[config.mk]
export PLATFORM = sky130hd
export DESIGN_NAME = vco_band_autoselect
export DESIGN_NICKNAME = d
export VERILOG_FILES = /design/src/rtl/vas_pkg.sv /design/src/rtl/vas_ctrl.sv /design/src/rtl/vas_dp.sv /design/src/rtl/vco_band_autoselect.sv
export SDC_FILE = /design/constraint.sdc
export NUM_CORES = 1
export LEC_CHECK = 0
export BUFFER_PORTS_ARGS = -buffer_cell sky130_fd_sc_hd__buf_2
export CORE_MARGIN = 3
export CORE_UTILIZATION = 55
export DETAILED_ROUTE_END_ITERATION = 10
export PLACE_DENSITY = 0.73
export SYNTH_ARGS = -nofsm -noshare
export SYNTH_HDL_FRONTEND = slang
export SYNTH_SLANG_ARGS = --single-unit
export TNS_END_PERCENT = 30
[constraint.sdc]
create_clock -name clk -period 3.96 [get_ports clk]
set_input_delay 0.396 -clock clk [delete_from_list [all_inputs] [get_ports clk]]
set_output_delay 0.396 -clock clk [all_outputs]
set_load 0.02 [all_outputs]
[src/rtl/vas_pkg.sv]
package vas_pkg;

  typedef struct packed {
    logic start;
    logic stepUp;
    logic stepDown;
    logic commit;
  } vasStrobe_t;

  typedef enum logic [1:0] {
    CODE_ACCEPT = 2'd0,
    CODE_DOWN   = 2'd1,
    CODE_UP     = 2'd2
  } codeClass_t;

  function automatic codeClass_t classifyCode(input logic [2:0] code);
    if (code == 3'b010 || code == 3'b101) return CODE_ACCEPT;
    else if (code[2] == 1'b0)             return CODE_DOWN;
    else                                  return CODE_UP;
  endfunction

endpackage

[src/rtl/vas_ctrl.sv]
module vas_ctrl
  import vas_pkg::*;
#(
  parameter int NUM_BANDS     = 24,
  parameter int BAND_W        = 5,
  parameter int SETTLE_CYCLES = 4
) (
  input  logic              clk,
  input  logic              rstN,
  input  logic              startPulse,
  input  logic              autoEn,
  input  logic [BAND_W-1:0] startBand,
  input  logic [2:0]        adcCode,
  input  logic [BAND_W-1:0] curBand,
  input  logic              visitedUp,
  input  logic              visitedDown,
  output vasStrobe_t        strobe,
  output logic              searchIdle,
  output logic              searchOk,
  output logic              searching
);

  localparam int CNT_W = $clog2(SETTLE_CYCLES + 1);
  localparam logic [BAND_W-1:0] LAST_BAND = BAND_W'(NUM_BANDS - 1);
  localparam logic [CNT_W-1:0]  CNT_LOAD  = CNT_W'(SETTLE_CYCLES - 1);

  typedef enum logic {ST_IDLE, ST_SETTLE} state_t;

  state_t           state;
  logic [CNT_W-1:0] settleCnt;
  logic             startNow, startValid, evalNow, failNow;
  logic             downBlock, upBlock;
  codeClass_t       cls;

  always_comb begin
    startNow   = startPulse && autoEn;
    startValid = startBand <= LAST_BAND;
    evalNow    = (state == ST_SETTLE) && (settleCnt == '0) && !startNow;
    cls        = classifyCode(adcCode);
    downBlock  = (curBand == '0) || visitedDown;
    upBlock    = (curBand == LAST_BAND) || visitedUp;
    strobe          = '0;
    strobe.start    = startNow && startValid;
    strobe.commit   = evalNow && (cls == CODE_ACCEPT);
    strobe.stepDown = evalNow && (cls == CODE_DOWN) && !downBlock;
    strobe.stepUp   = evalNow && (cls == CODE_UP) && !upBlock;
    failNow = (startNow && !startValid) ||
              (evalNow && (((cls == CODE_DOWN) && downBlock) ||
                           ((cls == CODE_UP) && upBlock)));
  end

  always_ff @(posedge clk or negedge rstN) begin
    if (!rstN) begin
      state      <= ST_IDLE;
      settleCnt  <= '0;
      searchIdle <= 1'b1;
      searchOk   <= 1'b0;
    end else if (startNow) begin
      state      <= startValid ? ST_SETTLE : ST_IDLE;
      settleCnt  <= CNT_LOAD;
      searchIdle <= !startValid;
      searchOk   <= 1'b0;
    end else if (evalNow) begin
      if (strobe.commit) begin
        state      <= ST_IDLE;
        searchIdle <= 1'b1;
        searchOk   <= 1'b1;
      end else if (failNow) begin
        state      <= ST_IDLE;
        searchIdle <= 1'b1;
        searchOk   <= 1'b0;
      end else begin
        settleCnt  <= CNT_LOAD;
      end
    end else if (state == ST_SETTLE) begin
      settleCnt <= settleCnt - 1'b1;
    end
  end

  assign searching = (state == ST_SETTLE);

  // success is only ever reported on a stopped search
  a_r4_ok_implies_idle: assert property (@(posedge clk) disable iff (!rstN)
    searchOk |-> searchIdle);

  // a start in automatic mode always clears the success flag
  a_r8_start_clears_ok: assert property (@(posedge clk) disable iff (!rstN)
    (startPulse && autoEn) |=> !searchOk);

  // in manual mode a start pulse leaves the flags alone
  a_r2_manual_start_ignored: assert property (@(posedge clk) disable iff (!rstN)
    (startPulse && !autoEn && searchIdle) |=> ($stable(searchOk) && searchIdle));

  // settle counter never exceeds its load value
  a_r3_cnt_bound: assert property (@(posedge clk) disable iff (!rstN)
    settleCnt <= CNT_LOAD);

endmodule

[src/rtl/vas_dp.sv]
module vas_dp
  import vas_pkg::*;
#(
  parameter int NUM_BANDS = 24,
  parameter int BAND_W    = 5
) (
  input  logic              clk,
  input  logic              rstN,
  input  vasStrobe_t        strobe,
  input  logic              autoEn,
  input  logic [BAND_W-1:0] startBand,
  input  logic [2:0]        adcCode,
  input  logic              adcReadEn,
  input  logic              adcLatch,
  output logic [BAND_W-1:0] curBand,
  output logic              visitedUp,
  output logic              visitedDown,
  output logic [BAND_W-1:0] bandReadback,
  output logic [2:0]        adcReadback
);

  localparam logic [BAND_W-1:0] LAST_BAND = BAND_W'(NUM_BANDS - 1);

  logic [NUM_BANDS-1:0] visited;
  logic [2:0]           adcSample;
  logic [BAND_W-1:0]    nextBand;

  always_comb begin
    visitedUp   = (curBand < LAST_BAND) ? visited[curBand + 1'b1] : 1'b1;
    visitedDown = (curBand != '0)       ? visited[curBand - 1'b1] : 1'b1;
    if (strobe.start)         nextBand = startBand;
    else if (strobe.stepUp)   nextBand = curBand + 1'b1;
    else if (strobe.stepDown) nextBand = curBand - 1'b1;
    else                      nextBand = curBand;
  end

  always_ff @(posedge clk or negedge rstN) begin
    if (!rstN) begin
      curBand <= '0;
    end else begin
      curBand <= nextBand;
    end
  end

  for (genvar b = 0; b < NUM_BANDS; b++) begin : g_visit
    always_ff @(posedge clk or negedge rstN) begin
      if (!rstN)
        visited[b] <= 1'b0;
      else if (strobe.start)
        visited[b] <= (startBand == BAND_W'(b));
      else if ((strobe.stepUp || strobe.stepDown) && nextBand == BAND_W'(b))
        visited[b] <= 1'b1;
    end
  end

  always_ff @(posedge clk or negedge rstN) begin
    if (!rstN) begin
      bandReadback <= '0;
      adcSample    <= '0;
      adcReadback  <= '0;
    end else begin
      if (strobe.commit)          bandReadback <= curBand;
      if (!autoEn && adcReadEn)   adcSample    <= adcCode;
      if (!autoEn && adcLatch)    adcReadback  <= adcSample;
    end
  end

  // a step moves the band by exactly one
  a_r5_step_up_one: assert property (@(posedge clk) disable iff (!rstN)
    (strobe.stepUp && !strobe.start) |=> (curBand == $past(curBand) + 1'b1));

  // the band register never leaves the legal range
  a_r6_band_in_range: assert property (@(posedge clk) disable iff (!rstN)
    curBand <= LAST_BAND);

  // readback only changes on a manual latch
  a_r10_readback_hold: assert property (@(posedge clk) disable iff (!rstN)
    (autoEn || !adcLatch) |=> $stable(adcReadback));

  // a step never lands on a band already tried
  a_r7_no_revisit: assert property (@(posedge clk) disable iff (!rstN)
    (strobe.stepDown && !strobe.start) |-> !visitedDown);

endmodule

[src/rtl/vco_band_autoselect.sv]
module vco_band_autoselect
  import vas_pkg::*;
#(
  parameter int NUM_BANDS     = 24,
  parameter int BAND_W        = 5,
  parameter int SETTLE_CYCLES = 4
) (
  input  logic              clk,
  input  logic              rstN,
  input  logic              startPulse,
  input  logic              autoEn,
  input  logic [BAND_W-1:0] startBand,
  input  logic [2:0]        adcCode,
  input  logic              adcReadEn,
  input  logic              adcLatch,
  input  logic              cpAutoMode,
  input  logic              cpManualHigh,
  output logic [BAND_W-1:0] activeBand,
  output logic              searchIdle,
  output logic              searchOk,
  output logic [BAND_W-1:0] bandReadback,
  output logic [2:0]        adcReadback,
  output logic              cpHigh
);

  vasStrobe_t        strobe;
  logic [BAND_W-1:0] curBand;
  logic              visitedUp, visitedDown, searching;

  vas_ctrl #(
    .NUM_BANDS(NUM_BANDS), .BAND_W(BAND_W), .SETTLE_CYCLES(SETTLE_CYCLES)
  ) ctrl_i (
    .clk(clk), .rstN(rstN), .startPulse(startPulse), .autoEn(autoEn),
    .startBand(startBand), .adcCode(adcCode), .curBand(curBand),
    .visitedUp(visitedUp), .visitedDown(visitedDown), .strobe(strobe),
    .searchIdle(searchIdle), .searchOk(searchOk), .searching(searching)
  );

  vas_dp #(
    .NUM_BANDS(NUM_BANDS), .BAND_W(BAND_W)
  ) dp_i (
    .clk(clk), .rstN(rstN), .strobe(strobe), .autoEn(autoEn),
    .startBand(startBand), .adcCode(adcCode), .adcReadEn(adcReadEn),
    .adcLatch(adcLatch), .curBand(curBand), .visitedUp(visitedUp),
    .visitedDown(visitedDown), .bandReadback(bandReadback),
    .adcReadback(adcReadback)
  );

  assign activeBand = autoEn ? curBand : startBand;
  assign cpHigh     = cpAutoMode ? searching : cpManualHigh;

  // automatic current is high only while a search is running
  a_r11_cp_auto: assert property (@(posedge clk) disable iff (!rstN)
    (cpAutoMode && searchIdle) |-> !cpHigh);

endmodule

==> Word-level counts from Yosys, hierarchy flattened <==
Cells that the tools add are included.
{ "op_classes": {"n_eq_ne": 53, "order_cmp": 4, "reduce_logical": 85, "n_mux": 78, "addsub": 3} }
{ "op_table": {"columns": ["operator", "count"], "rows": [
  ["== test 5 bit, second input constant", 17],
  ["== test 5 x 4 -> 1 bit, second input constant", 16],
  ["2-to-1 mux 1 bit", 65],
  ["nonzero test 2 bit", 25],
  ["== test 5 x 3 -> 1 bit, second input constant", 8],
  ["logical AND 1 bit", 39],
  ["== test 5 x 2 -> 1 bit, second input constant", 4],
  ["2-to-1 mux 5 bit", 4],
  ["logical NOT 5 bit", 3],
  ["2-to-1 mux 3 bit", 5],
  ["< comparator 5 x 6 -> 1 bit, second input constant", 2],
  ["binary-select mux 1 bit (select 5 bit)", 2],
  ["== test 5 x 1 -> 1 bit, second input constant", 2],
  ["logical OR 1 bit", 6],
  ["nonzero test 3 bit", 2],
  ["adder 5 x 1 -> 5 bit, second input constant", 1],
  ["less-or-equal comparator 5 bit, second input constant", 1],
  ["logical NOT 1 bit", 5],
  ["< comparator 5 bit, second input constant", 1],
  ["nonzero test 5 bit", 1],
  ["subtractor 5 x 1 -> 5 bit, second input constant", 1],
  ["2-to-1 mux 2 bit", 2],
  ["== test 3 x 2 -> 1 bit, second input constant", 1],
  ["== test 3 bit, second input constant", 1],
  ["other kinds (9)", 9]
]} }
{ "totals": {"input_bits": 16, "word_cells": 255, "out_inout_bits": 16, "regBits": 46} }

==> Depth between registers and ports, before layout <==
Gate-level depths: netlist (run 1).
{ "depth": {"word_depth": 14, "mapped_depth": 14, "ltp_nobuf": 11} }

==> By module <==
Synthesis (run 1) repeated with hierarchy kept, for this count alone.
{ "hier_totals": {"cells_unflattened": 284, "area_unflattened_um2": 3026.7} }
{ "modules_own_cells": {"columns": ["module", "instances", "cells_each", "area_per_inst_um2", "seq_area_each_um2"], "rows": [
  ["vas_dp", 1, 226, 2518.7, 1001.0],
  ["vas_ctrl", 1, 52, 440.4, 151.4],
  ["vco_band_autoselect", 1, 6, 67.6, 0.0]
]} }

==> Worst setup path before layout (run 1) <==
Ideal clock, no wire load.
{ "synth_path": {"kind": "flip-flop to flip-flop", "from": "register dp_i.curBand[0]", "to": "register dp_i.visited[3]", "slack_ps": 694, "path_stages_with_launch": 12, "t_arrival_ps": 3171, "path_buffers": 2, "t_required_ps": 3864, "path_cell_list": "dfrtp_1 buf_2 inv_1 ha_1 xor2_2 mux4_2 maj3_2 a31oi_1 a31oi_4 or3_1 buf_2 o31ai_1"} }
{ "synth_via": {"elab_chain_len": 13, "elab_cells_between_ends": 25, "classes_between": "add/sub: 2; order compare: 1; eq/ne: 2; mux: 9; reduce/logical: 11"} }
{ "synth_rtl": {"columns": ["item", "line_no", "rtl"], "rows": [
  ["from (decl)", "vas_dp.sv:15", "output logic [BAND_W-1:0] curBand,"],
  ["from (signal assigned)", "vas_dp.sv:41", "curBand <= nextBand;"],
  ["subtractor 5 x 1 -> 5 bit", "vas_dp.sv:30, vas_dp.sv:33", null],
  ["binary-select mux 1 bit (select 5 bit)", "vas_dp.sv:30", "visitedDown = (curBand != '0) ? visited[curBand - 1'b1] : 1'b1;"],
  ["2-to-1 mux 1 bit (not written as such)", "vas_dp.sv:30", null],
  ["2-to-1 mux 1 bit", "vas_dp.sv:30", null],
  ["logical OR 1 bit", "vas_ctrl.sv:40", "downBlock = (curBand == '0) || visitedDown;"],
  ["logical NOT 1 bit", "vas_ctrl.sv:45", "strobe.stepDown = evalNow && (cls == CODE_DOWN) && !downBlock;"],
  ["logical AND 1 bit", "vas_ctrl.sv:45", null],
  ["2-to-1 mux 5 bit", "vas_dp.sv:33", "else if (strobe.stepDown) nextBand = curBand - 1'b1;"],
  ["2-to-1 mux 5 bit *", "vas_dp.sv:32", "else if (strobe.stepUp) nextBand = curBand + 1'b1;"],
  ["2-to-1 mux 5 bit *", "vas_dp.sv:31", "if (strobe.start) nextBand = startBand;"],
  ["via dp_i.nextBand[3]", "vas_dp.sv:26", "logic [BAND_W-1:0] nextBand;"],
  ["== test 5 x 2 -> 1 bit *", "vas_dp.sv:51", "else if ((strobe.stepUp || strobe.stepDown) && nextBand == BAND_W'(b))"],
  ["logical AND 1 bit *", "vas_dp.sv:51", null],
  ["nonzero test 2 bit (no line) *", null, null],
  ["to (signal, indexed assignment)", "vas_dp.sv:50", "visited[b] <= (startBand == BAND_W'(b));"],
  ["to (decl)", "vas_dp.sv:24", "logic [NUM_BANDS-1:0] visited;"]
]} }
The timed path passes the listed nets; every way through them passes the cells marked *. The select of a mux whose other input is x is not followed.
A chain may end at the register's enable or synchronous reset.

==> Final worst setup path (run 1) <==
{ "layout_path": {"from": "register dp_i.curBand[0]", "to": "register dp_i.visited[14]"} }
{ "layout_via": {"elab_chain_len": 13, "elab_cells_between_ends": 25, "classes_between": "add/sub: 2; order compare: 1; eq/ne: 2; mux: 9; reduce/logical: 11"} }
{ "layout_rtl": {"columns": ["item", "line_no"], "rows": [
  ["subtractor 5 x 1 -> 5 bit", "vas_dp.sv:30, vas_dp.sv:33"],
  ["binary-select mux 1 bit (select 5 bit)", "vas_dp.sv:30"],
  ["2-to-1 mux 1 bit (not written as such)", "vas_dp.sv:30"],
  ["2-to-1 mux 1 bit", "vas_dp.sv:30"],
  ["logical OR 1 bit", "vas_ctrl.sv:40"],
  ["logical NOT 1 bit", "vas_ctrl.sv:45"],
  ["logical AND 1 bit", "vas_ctrl.sv:45"],
  ["2-to-1 mux 5 bit", "vas_dp.sv:33"],
  ["2-to-1 mux 5 bit *", "vas_dp.sv:32"],
  ["2-to-1 mux 5 bit *", "vas_dp.sv:31"],
  ["via dp_i.nextBand[3]", "vas_dp.sv:26"],
  ["== test 5 x 4 -> 1 bit *", "vas_dp.sv:51"],
  ["logical AND 1 bit *", "vas_dp.sv:51"],
  ["nonzero test 2 bit (no line) *", null]
]} }
Marked as above.

==> impl_results.md, run 1 <==
* EDFF count, synth at 0
* # port buffers at 31
* Max-cap check violation count at 0
* Bufs on Longest Clock Path at 2
* Fin Hold WS at 0.284 ns
* Synth cell count leaders: dfrtp_1, mux2_2, nand2_1
* Net Count, Synth at 326
* DRT iter0 DRCs at 361
* Setup_tns at 0 ns
* Worst VDD drop at 0.000282 V
* Slew @ Worst Pin at about 1.1 ns
* Routed wire length at ~7.9 mm
* Relative slew slack at between 20% and 30%
* Final min period at roughly 3.7 ns
* Worst setup EP type: register
* R2R Path End: dp_i.visited[14]$_DFFE_PN0P_
* Worst r2r src: dp_i.curBand[0]$_DFF_PN0_
* DP HPWL at between 5 and 6 mm
* First-pass GRT wire length at 13.0 mm
* Total power at 1.76 mW
* Syn. warnings at 0
* Height of the die at a little over 80 um
* Core Area at ~5200 um2
* P per Cell Area at between 500 and 600 nW/um2
* Register bit total from synthesis at 46
* Layout cells sized above 1 at about a quarter
* Sink Count at 46
* Crit path kind: reg2reg
* Final setup vio count at 0
* Worst-path clk slew at 0.09 ns
* CP Max Fanout at 12
* GP Congestion at approximately 1
* Cts hold-fix bufs at 0
* Maximum clock rate at between 200 and 300 MHz
* Die width at roughly 80 um
* Vias in the first global route at approximately 2.6k
* Clock skew at ~0.009 ns
* Htree depth at 2
* Area leader, netlist: dfrtp_1
* Synthesis-to-layout area growth at 10.0%
* Cell Area, Synth at between 3000 and 4000 um2
* Placed Instances at slightly below 400
* Slowest cell on the critical path: mux4_2
* Fin nets at roughly 350
* FP Rows at 26
* Routed wire per std cell at ~20 um
* GR Overflow Total at 0
* Fin. max-slew vios at 0
* Critical path cell sequence: inv_1 > ha_1 > xor2_2 > mux4_2 > o21ai_1 > o2111a_2 > o21ai_1 > a31oi_4 > or3b_1 > o31ai_1
* Area share of the largest cell type after synthesis at a little under two fifths
* Cells after Synth at approximately 300
* Worst Path Required at ~4.2 ns
* # DRC at 0
* RSZ-0062 raised after global routing: no
* Num CTS Buffers at 5
* HP Class: in2async
* Cell with the most instances after synthesis: dfrtp_1
* Worst skew pair latency at 0.30 ns
* Slowest cell delay on critical path at 0.58 ns
* R2R cell count at 10
* Die area at roughly 6500 um2
* Most used DFF post-synth: dfrtp_1
* Hold Vio Cnt, Final at 0
* CTS tree: done
* Cell Count, Final, Fillers Out at about 400
* IO Count at 32
* Synth unique cells at around 60
* Routed vias at ~2.6k
* Largest net degree at the start of global routing at 47
* Synth top area cells: dfrtp_1, mux2_2, mux2i_1
* Antenna-violating nets left at 0
* Sequential-to-total area share from yosys stat at 37.7%
* Status: complete, no violations
* Post-synth ARST share at 100%
* Reg2Reg Setup Slack at approximately 0.26 ns
* Post-layout util at between 60% and 70%
* Initial Utilization at just under 60%
* TritonRoute pass-1 iters at 6
* Root Driver: clkbuf_8
* Diode count at 0
* Post-CTS Resized at 0
* Drt via density at about 6.6
* CP Launch Type: register
* Initial antenna violation count at 0
* Setup Buffers After CTS at 0
* WP data arrival at 3.89 ns
* Leak Pwr at ~1.4 nW
* Post-route clock period utilization at 93.4%
* Overall Global Routing Usage at about a quarter
* Synth Area per Inst at 10.0 um2
* Most Frequent Cell on Critical Path: o21ai_1
-- metrics by stage --
stage | area, um2 | worst slack, ns
final | 3360 | 0.263
after global routing | 3360 | 0.0152
after CTS | 3360 | 0.320
after detailed placement | 3250 | 0.316
after global placement | 3250 | 0.371
after floorplan | 3060 | 0.694
-- registers in the layout (all words and copies together), names as in the netlist --
register / flops
ctrl_i.settleCnt: 3
ctrl_i.searchIdle: 1
dp_i.visited: 24
dp_i.curBand: 5
dp_i.adcReadback: 3
ctrl_i.searching: 1
dp_i.adcSample: 3
dp_i.bandReadback: 5
ctrl_i.searchOk: 1
-- final cells by class --
class	count	area, um2
clock inverter	2	37.5
sequential	46	1150
timing repair buffer	36	193
clock buffer	6	72.6
inverter	12	45.0
multi-input combinational	229	1770
tap	70	87.6
fill	446	1880
-- report_power, final --
| part | switching [mW] | total, mW | internal, mW | leakage (nW) |
|---|---|---|---|---|
| Combinational | 0.443 | 0.766 | 0.324 | 0.798 |
| Sequential | 0.0970 | 0.646 | 0.549 | 0.599 |
| Clock | 0.158 | 0.347 | 0.188 | 0.0514 |
| Total | 0.698 | 1.76 | 1.06 | 1.45 |
-- how the worst max path moves through the flow --
stage / from / end / slack [ns] / cells after the start
floorplan: dp_i.curBand[0]$_DFF_PN0_ / dp_i.visited[3]$_DFFE_PN0P_ / 0.69 / 11
global placement: dp_i.curBand[0]$_DFF_PN0_ / dp_i.visited[14]$_DFFE_PN0P_ / 0.37 / 10
detailed placement: dp_i.curBand[0]$_DFF_PN0_ / dp_i.visited[14]$_DFFE_PN0P_ / 0.32 / 10
CTS: dp_i.curBand[0]$_DFF_PN0_ / dp_i.visited[14]$_DFFE_PN0P_ / 0.32 / 10
global route: dp_i.curBand[0]$_DFF_PN0_ / dp_i.visited[14]$_DFFE_PN0P_ / 0.02 / 10
finish: dp_i.curBand[0]$_DFF_PN0_ / dp_i.visited[14]$_DFFE_PN0P_ / 0.26 / 10
-- cell usage in the layout (no fill, tap or decap), types with 3 or more instances in the layout --
cell type / Yosys / routed
a21o_1: 5 / 5
a21oi_1: 6 / 6
a221o_1: 4 / 4
a22oi_1: 14 / 14
a32oi_1: 6 / 6
and2_1: 6 / 6
buf_2: 7 / 31
buf_4: 0 / 5
clkbuf_8: 0 / 5
dfrtp_1: 45 / 45
ha_1: 5 / 5
inv_1: 11 / 11
mux2_2: 20 / 20
mux2i_1: 12 / 12
mux4_2: 5 / 5
nand2_1: 18 / 18
nand2b_1: 6 / 6
nand3_1: 7 / 7
nor2_1: 17 / 17
nor2b_1: 6 / 6
nor3_1: 12 / 12
nor4b_1: 3 / 3
o21a_1: 3 / 3
o21ai_0: 9 / 9
o31ai_1: 16 / 16
or3_1: 3 / 3
xnor2_1: 3 / 3
xor2_1: 3 / 3
-- kinds of logic (layout without fill, tap and decap cells) --
| group | after synthesis | after routing | synth area share, % |
|---|---|---|---|
| AO/OA/AOI/OAI | 85 | 85 | 21.7 |
| XOR/XNOR | 7 | 7 | 2.25 |
| adder cells (fa/ha/maj) | 6 | 6 | 2.42 |
| buffers and inverters | 30 | 56 | 4.22 |
| flip-flops | 46 | 46 | 37.7 |
| multiplexers | 38 | 38 | 15.4 |
| AND/OR/NAND/NOR | 93 | 93 | 16.3 |
-- critical path: cells and delay by family (launching register included) --
family,cells,cell delay [ns]
fa+ha+maj,1,0.35
xor+xnor,1,0.25
compound gates,5,1.16
simple gates,1,0.53
buf+inv,1,0.15
flops,1,0.57
mux,1,0.58
-- per-layer routing --
metal / vias to the layer above / GRT usage, % / part of all wire, %
met5: - / 0 / 0
met4: 0 / 8.95 / 2.5
met3: 21 / 5.94 / 8.5
met2: 117 / 39.3 / 45
met1: 1293 / 36.9 / 44
li1: 1215 / - / -
(Power assumes the default switching activity.)
==> inputs of run 2 (changes only) <==
- clock period: 3.96 -> 3.7 ns (I/O delays scaled with it)
==> run 2 against run 1 <==
Setup slack worse by 0.0032 ns; clock-buffer cell count stayed put; clock power shrank 5%; non-clock buffer count up 3; global-route usage increased by 0.27 points; utilization grew 0.14 points; worst hold slack got worse by 0.046 ns; die area unchanged; power grew 4.4%; cell count increased by 0.75%; critical path type unchanged; highest routed layer unchanged.
==> impl_results.md, run 2 (synthesized netlist as in run 1, its figures left out) <==
* Status: complete, no violations
* CP Launch Type: register
* Worst Path Required at 3.91 ns (-0.24 ns)
* Num CTS Buffers at 5 (unchanged)
* Maximum clock rate at 291 MHz (+7.5%)
* Max FFs per register at 24 (unchanged)
* Seq pwr share at 36.2% (-0.5 points)
* Die width at 80.5 um (unchanged)
* Worst setup EP type: register
* CP Max Fanout at 9 (-3)
* Post-CTS Resized at 0 (unchanged)
* Most frequent cells in the layout: dfrtp_1, buf_2, mux2_2
* Most Frequent Cell on Critical Path: inv_1
* Final setup vio count at 0 (unchanged)
* Max-cap check violation count at 0 (unchanged)
* RSZ-0062 raised after global routing: no
* Post-layout util at 64.3% (+0.14 points)
* WP data arrival at 3.65 ns (-0.24 ns)
* Clk network pwr share at 17.9% (-1.8 points)
* Fin. max-slew vios at 0 (unchanged)
* Most common cell after layout, fill and taps aside: dfrtp_1
* Fin nets at 354 (+0.85%)
* Clock skew at 0.00404 ns (-0.00495 ns)
* Vias in the first global route at 2558 (-0.31%)
* Fillers at 465 (+4.3%)
* TritonRoute pass-1 iters at 4 (-2)
* # port buffers at 31 (unchanged)
* Setup Buffers After CTS at 0 (unchanged)
* FP Rows at 26 (unchanged)
* DRT iter0 DRCs at 245 (-32%)
* Worst-path clk slew at 0.09 ns (about the same)
* Slowest cell delay on critical path at 0.51 ns (-0.07 ns)
* Slew @ Worst Pin at 1.04 ns (-0.0164 ns)
* Relative slew slack at 30.9% (+1.1 points)
* Die area at 6490 um2 (unchanged)
* Post-DP Area at 3270 um2 (+0.69%)
* # DRC at 0 (unchanged)
* Top reg by flops: dp_i.visited
* DP HPWL at 5.71 mm (-3.6%)
* Largest regs: dp_i.visited x24, dp_i.bandReadback x5, dp_i.curBand x5
* Setup_tns at 0 ns (unchanged)
* Core Area at 5240 um2 (unchanged)
* First-pass GRT wire length at 13.0 mm (-0.16%)
* Net Sw Frac at 40.7% (+1.0 points)
* Routed wire length at 7.71 mm (-2.5%)
* Diode count at 0 (unchanged)
* Internal at 1.09 mW (+2.6%)
* Root Driver: clkbuf_8
* HP Class: in2async
* Power share of the combinational group at 45.9% (+2.3 points)
* Final min period at 3.44 ns (-0.257 ns)
* GR Overflow Total at 0 (unchanged)
* Bufs on Longest Clock Path at 2 (unchanged)
* Critical path cell sequence: inv_1 > ha_1 > inv_1 > mux4_2 > mux2i_1 > and2_1 > nor3_1 > o21bai_1 > and3_1 > inv_2 > o31ai_1
* Largest net degree at the start of global routing at 47 (unchanged)
* IO Count at 32 (unchanged)
* Synthesis-to-layout area growth at 10.3%
* Routed wire per std cell at 19.1 um (-3.2%)
* P per Cell Area at 545 nW/um2 (+4.1%)
* Final instance area at 3370 um2 (+0.22%)
* Cts hold-fix bufs at 0 (unchanged)
* Routed vias at 2625 (-0.79%)
* Fin Hold WS at 0.238 ns (-0.0461 ns)
* Initial antenna violation count at 0 (unchanged)
* Initial Utilization at 58.3% (unchanged)
* Htree depth at 2 (unchanged)
* CTS tree: done
* Sw Pwr at 0.748 mW (+7.1%)
* Hold Vio Cnt, Final at 0 (unchanged)
* Crit path kind: reg2reg
* Layout cells sized above 1 at 24.9% (+0.98 points)
* GP Congestion at 0.971 (-3.4%)
* Leak Pwr at 1.46 nW (+0.76%)
* Slowest cell on the critical path: ha_1
* Sink Count at 46 (unchanged)
* Post-route clock period utilization at 93.0% (-0.38 points)
* Antenna-violating nets left at 0 (unchanged)
* Drt via density at 6.50 (-1.5%)
* Worst VDD drop at 0.000285 V (+1.1%)
* Height of the die at 80.5 um (unchanged)
* Overall Global Routing Usage at 26.4% (+0.27 points)
* Worst skew pair latency at 0.31 ns (about the same)
[run 2: changes by cell type in the layout (fill, tap and decap cells not counted), sizes merged]
cell	delta
buf	+3
bufinv	-1
clkinv	+1
[run 2: worst max-delay path, delay by kind of cell, from the launching register on]
| kind | cells | cell delay, ns |
|---|---|---|
| and+or+nand+nor | 3 | 0.78 |
| muxes | 2 | 0.57 |
| AOI/OAI and AO/OA | 2 | 0.57 |
| buffers and inverters | 3 | 0.51 |
| adders and majority gates | 1 | 0.51 |
| DFF | 1 | 0.40 |
[run 2: area by class of cell]
class | count | area, um2 | area share (%)
clock buffer | 6 | 82.6 | 2.45
sequential | 46 | 1150 | 34.2
clock inverter | 2 | 12.5 | 0.371
multi-input combinational | 229 | 1770 | 52.7
tap | 70 | 87.6 | 2.60
timing repair buffer | 39 | 215 | 6.39
inverter | 12 | 45.0 | 1.34
[run 2: path summary, 6_finish.rpt]
path / startpoint / endpoint / slack [ns] / cells after the start
max in group asynchronous: rstN / dp_i.visited[18]$_DFFE_PN0P_ / 2.82 / 1
min in group clk: adcCode[1] / dp_i.adcSample[1]$_DFFE_PN0P_ / 0.32 / 2
setup reg to reg: dp_i.curBand[1]$_DFF_PN0_ / dp_i.visited[3]$_DFFE_PN0P_ / 0.26 / 11
hold reg to reg: ctrl_i.searchOk$_DFFE_PN0P_ / ctrl_i.searchOk$_DFFE_PN0P_ / 0.48 / 1
hold / removal: rstN / ctrl_i.settleCnt[0]$_DFFE_PN0P_ / 0.24 / 1
setup / recovery: dp_i.curBand[1]$_DFF_PN0_ / dp_i.visited[3]$_DFFE_PN0P_ / 0.26 / 11
[run 2: per-layer routing]
metal	track usage, %	routed length (um)
met1	35.7	3460
met2	42.0	3550
met3	5.16	498
met4	9.29	197
met5	0	0
[run 2: power by group through the flow]
stage	Clock, mW	Sequential [mW]	Combinational, mW
2_1_floorplan	0	0.689	0.607
3_3_place_gp	0	0.670	0.830
3_5_place_dp	0	0.675	0.837
4_1_cts	0.336	0.664	0.840
5_1_grt	0.358	0.677	0.924
6_report	0.328	0.665	0.843
[run 2: per-stage QoR]
stage | setup WS [ns] | power, mW | cells
global route | 0.0899 | 1.96 | 404
floorplan | 0.434 | 1.30 | 305
CTS | 0.313 | 1.84 | 404
finish | 0.260 | 1.84 | 404
global placement | 0.391 | 1.50 | 396
detailed placement | 0.340 | 1.51 | 396
